`src/rtl/shift_rot_unit.sv`:
```
module shift_rot_unit #(
  parameter int W  = 36,
  parameter int CW = 18
) (
  input  logic          clk,
  input  logic          rst_n,
  input  logic          start,
  input  logic [1:0]    op,
  input  logic [W-1:0]  data_in,
  input  logic [CW-1:0] count,
  input  logic          ovf_clr,
  output logic [W-1:0]  result,
  output logic          ovf,
  output logic          done
);
  localparam int AW = $clog2(W);
  localparam logic [1:0] OP_ROT = 2'd1;
  localparam logic [1:0] OP_ARI = 2'd2;

  logic          busy;
  logic [W-1:0]  d_r;
  logic [CW-1:0] c_r;

  logic [W-1:0]  sd;
  logic [CW-1:0] sc;
  logic [1:0]    sop;
  assign sd  = busy ? d_r : data_in;
  assign sc  = busy ? c_r : count;
  assign sop = busy ? OP_ROT : op;

  logic          right;
  logic [CW:0]   mag;
  logic          big;
  logic [AW-1:0] sh;
  assign right = sc[CW-1];
  assign mag   = right ? -{sc[CW-1], sc} : {sc[CW-1], sc};
  assign big   = mag >= (CW+1)'(W);
  assign sh    = mag[AW-1:0];

  logic in_rng;
  assign in_rng = ($signed(sc) >= -$signed(CW'(W))) && ($signed(sc) <= $signed(CW'(W-1)));

  logic [AW-1:0]  amt;
  logic [2*W-1:0] dbl;
  assign amt = right ? AW'(int'($signed(sc)) + W) : AW'(sc);
  assign dbl = {sd, sd} << amt;

  logic [W-1:0] lsh_res, asr_res, asl_res, rot_res, nxt;
  assign rot_res = dbl[2*W-1:W];
  assign lsh_res = big ? '0 : (right ? sd >> sh : sd << sh);
  assign asr_res = big ? {W{sd[W-1]}} : W'($signed(sd) >>> sh);

  logic          sgn;
  logic [AW-1:0] shl;
  logic [W-2:0]  lost;
  logic          ovf_a;
  assign sgn     = sd[W-1];
  assign shl     = (mag >= (CW+1)'(W-1)) ? AW'(W-1) : sh;
  assign asl_res = {sgn, sd[W-2:0] << shl};
  assign lost    = (sd[W-2:0] ^ {(W-1){sgn}}) >> (AW'(W-1) - shl);
  assign ovf_a   = (mag > (CW+1)'(W)) ? (sd != '0) : (lost != '0);

  always_comb begin
    case (sop)
      OP_ROT:  nxt = rot_res;
      OP_ARI:  nxt = right ? asr_res : asl_res;
      default: nxt = lsh_res;
    endcase
  end

  logic accept, ovf_set;
  assign accept  = start && !busy;
  assign ovf_set = accept && (op == OP_ARI) && !right && ovf_a;

  always_ff @(posedge clk) begin
    if (!rst_n) begin
      busy   <= 1'b0;
      d_r    <= '0;
      c_r    <= '0;
      result <= '0;
      ovf    <= 1'b0;
      done   <= 1'b0;
    end else begin
      done <= 1'b0;
      if (ovf_clr) ovf <= 1'b0;
      if (ovf_set) ovf <= 1'b1;
      if (busy) begin
        if (in_rng) begin
          result <= rot_res;
          done   <= 1'b1;
          busy   <= 1'b0;
        end else begin
          c_r <= right ? c_r + CW'(W) : c_r - CW'(W);
        end
      end else if (start) begin
        if (op == OP_ROT && !in_rng) begin
          busy <= 1'b1;
          d_r  <= data_in;
          c_r  <= right ? count + CW'(W) : count - CW'(W);
        end else begin
          result <= nxt;
          done   <= 1'b1;
        end
      end
    end
  end


  sticky_ovf_chk: assert property (@(posedge clk) disable iff (!rst_n)
    ovf && !ovf_clr |=> ovf);

  clear_ovf_chk: assert property (@(posedge clk) disable iff (!rst_n)
    ovf_clr && !start |=> !ovf);

  ovf_source_chk: assert property (@(posedge clk) disable iff (!rst_n)
    $rose(ovf) |-> $past(start && op == OP_ARI));

  fast_rot_chk: assert property (@(posedge clk) disable iff (!rst_n)
    start && !busy && op == OP_ROT && $signed(count) <= 35 && $signed(count) >= -36 |=> done);

  loop_exit_chk: assert property (@(posedge clk) disable iff (!rst_n)
    busy |=> busy || done);

  busy_quiet_chk: assert property (@(posedge clk) disable iff (!rst_n)
    busy && !in_rng |=> !done && $stable(result));
endmodule

```
`config.mk`:
```
export PLATFORM = sky130hd
export DESIGN_NAME = shift_rot_unit
export DESIGN_NICKNAME = d
export VERILOG_FILES = /design/src/rtl/shift_rot_unit.sv
export SDC_FILE = /design/constraint.sdc
export NUM_CORES = 1
export LEC_CHECK = 0
export ABC_CLOCK_PERIOD_IN_PS = 6100
export BUFFER_PORTS_ARGS = -buffer_cell sky130_fd_sc_hd__buf_2
export CORE_UTILIZATION = 40
export DETAILED_ROUTE_END_ITERATION = 12
export PLACE_DENSITY_LB_ADDON = 0.1
export SLEW_MARGIN = 20
export SYNTH_ARGS = -nofsm -noshare
export SYNTH_HDL_FRONTEND = slang
export SYNTH_SLANG_ARGS = --single-unit
```
`constraint.sdc`:
```
create_clock -name clk -period 6.1 [get_ports clk]
set_input_delay 0.915 -clock clk [delete_from_list [all_inputs] [get_ports clk]]
set_output_delay 0.915 -clock clk [all_outputs]
set_load 0.02 [all_outputs]
```
==> impl_metrics.tcl <==
set metrics [dict create \
    outcome "complete, no violations" \
    dp.cells 2906 \
    drt-total-wl_mm 89.84 \
    finalHoldViolations 0 \
    rsz0062_at_grt "false" \
    synth_common_cells "mux2i_1, nand2_1, nor2_1, o21ai_0, a21oi_1" \
    cts-root-buf "clkbuf_16" \
    area_growth_pct 12.03 \
    antenna_found_initial 1 \
    instances_no_fill 2922 \
    worst_slack_ns 0.5333 \
    fmax_ghz 0.1796 \
    synth-warning-count 0 \
    fin_nets 2486 \
    grt_max_degree 81 \
    hold_path_depth 2 \
    io_buffers 97 \
    clock_skew_ns 0.01751 \
    ir_worst_vdd_mv 0.1900 \
    maxSlewViolCount 0 \
    overflow 0 \
    fin_crit_sh_pct 91.26 \
    synth_top_family_by_area "compound AO/OA/AOI/OAI gates" \
    pre_cts_slack_ns -0.009713 \
    drv_cap 0 \
    power_density_nw_per_um2 229.9 \
    synth_cell_types 94 \
    avgSynthCellArea_um2 6.827 \
    cpMaxStageDelayCell "dfxtp_4" \
    cp.arrival_ns 5.82 \
    synth_mux_area_share_pct 26.06 \
    antenna_cells 0 \
    die_area_um2 40810 \
    gp_congestion 1.088 \
    syn_nets 2431 \
    fp.dieH_um 202.0 \
    place_hpwl_mm 69.20 \
    yosysMostFrequentCell "mux2i_1" \
    clock-sinks 93 \
    path_cells "mux2_2 -> inv_1 -> ha_1 -> nand2_1 -> a2111oi_1 -> a21oi_1 -> o31ai_1 -> o311ai_4 -> nor4_4 -> buf_12 -> buf_4 -> mux2i_1 -> mux2i_1 -> mux2i_1 -> mux2i_1 -> o211ai_1 -> a221oi_2 -> o22ai_1" \
    required_ns 6.36 \
    min_path_type "reg2reg" \
    synth-simple-area-share_pct 22.65 \
    holdBufCountCts 0 \
    cts_buffers 9 \
    viasPerCell 6.833 \
    clkLatencyLatePin_ns 0.41 \
    p_leak_nw 7.223 \
    drt_first_iter_violations 3152 \
    ys.flop_type "dfxtp_1" \
    pin_count 98 \
    ctsHtreeMaxLevel 3 \
    ys_seq_area_share_pct 11.63 \
    synth_enable_flop_cells 0 \
    rows 72 \
    grt_usage_pct 43.04 \
    final_util_pct 45.96 \
    yosys.area.top_type "mux2i_1" \
    drive_gt1_share_pct 16.39 \
    drcViolationCount 0 \
    coreArea_um2 39010 \
    synth.cell_area_um2 16000 \
    setup_viol 0 \
    drt_first_pass_iters 8 \
    synth.area.top_cells "mux2i_1, dfxtp_1, o21ai_0, nand2_1, a21oi_1" \
    r2r_cells 18 \
    chipWidth_um 202.0 \
    finalCriticalPeriod_ns 5.567 \
    crit_top_cell "mux2i_1" \
    vias 19970 \
    synth_xor_area_share_pct 1.806 \
    synth_compound_area_share_pct 30.06 \
    synth_top_cell_area_share_pct 19.08 \
    synth_cells 2344 \
    ant_nets 0 \
    max_stage_delay_ns 0.59 \
    synth.ff_latch_count 93 \
    critPathKind "reg2reg" \
    yosys.area_share.adder_pct 2.158 \
    worstSetupEndpointType "register" \
    cts_tree "yes" \
    wire_per_inst_um 30.75 \
    grt_pass1_wl_mm 129.1 \
    tns_ns 0 \
    grt_pass1_vias 18300 \
    cp-start-kind "register" \
    start_util_pct 41.03 \
    clock_path_buffers 2 \
    path_max_fanout 45 \
    clkTransAtPathRegs_ns 0.08 \
    worst_pin_slew_ns 1.235 \
    async_reset_ff_share_pct 0 \
    slew_headroom_pct 15.33 \
    power_w 0.004122 \
]
-- flip-flops by register name (all words and copies together), names as in the netlist --
signal / count
d_r: 36
result: 36
c_r: 18
busy: 1
done: 1
ovf: 1
-- placed cells by master (no fill, tap or decap), drive strengths merged, types with 34 or more instances in the layout --
cell,count
mux2i,306
nor2,276
o211ai,54
a211oi,38
o21ai,231
nand3,58
dfxtp,93
nor3,54
a21oi,209
mux2,76
nand2,290
buf,238
a31oi,34
-- kinds of logic after synthesis --
logic type,count (synthesis)
AOI/OAI and AO/OA,766
xor gates and xnor gates,33
muxes,393
buffers and inverters,221
DFF,93
and+or+nand+nor,811
adders and majority gates,27
-- worst paths after layout --
check	startpoint	end	slack, ns
worst max register to register	busy	result[34]	0.53
worst min-delay path	d_r[30]	d_r[30]	0.50
worst max-delay path	busy	result[34]	0.53
worst min register to register	d_r[30]	d_r[30]	0.50
-- metrics by stage --
step	hold WS (ns)	cell area, um2
floorplan	0.4405	16010
detailed placement	0.4830	17620
global placement	0.4605	17620
finish	0.5001	17930
global route	0.5252	17930
CTS	0.4955	17920
-- what timing repair did --
| item | in CTS | in global routing |
|---|---|---|
| setup endpoints to repair | 0 | 1 |
| endpoints found under the hold margin | 0 | 0 |
| setup buffers | 0 | 0 |
| resized for setup | 0 | 1 |
-- where the power goes --
part	internal [W]	leakage, nW	switching, W	total, W
Combinational	0.000878	6.32	0.00195	0.00282
Clock	0.000292	0.145	0.000321	0.000612
Sequential	0.000651	0.760	0.0000358	0.000686
-- per-layer routing --
metal,up-vias,global-route usage (%),part of all wire [%]
met4,0,20.18,5.7
li1,8816,-,-
met3,295,13.45,12
met2,1394,63.72,42
met5,-,0,0
met1,9460,56.45,40
-- critical path: cells and delay by family (launching register included) --
| kind | cells | cell delay, ns |
|---|---|---|
| AOI/OAI and AO/OA | 7 | 1.88 |
| adders and majority gates | 1 | 0.21 |
| buffers and inverters | 3 | 0.86 |
| DFF | 1 | 0.59 |
| muxes | 5 | 1.37 |
| and+or+nand+nor | 2 | 0.47 |
-- area by class of cell --
type	instances	area, um2
clock inverter	7	75.07
sequential	93	1866
tap	518	648.1
inverter	27	101.3
clock buffer	9	225.2
fill	4109	21080
timing repair buffer	238	1619
multi-input combinational	2030	13390
(Power assumes the default switching activity.)
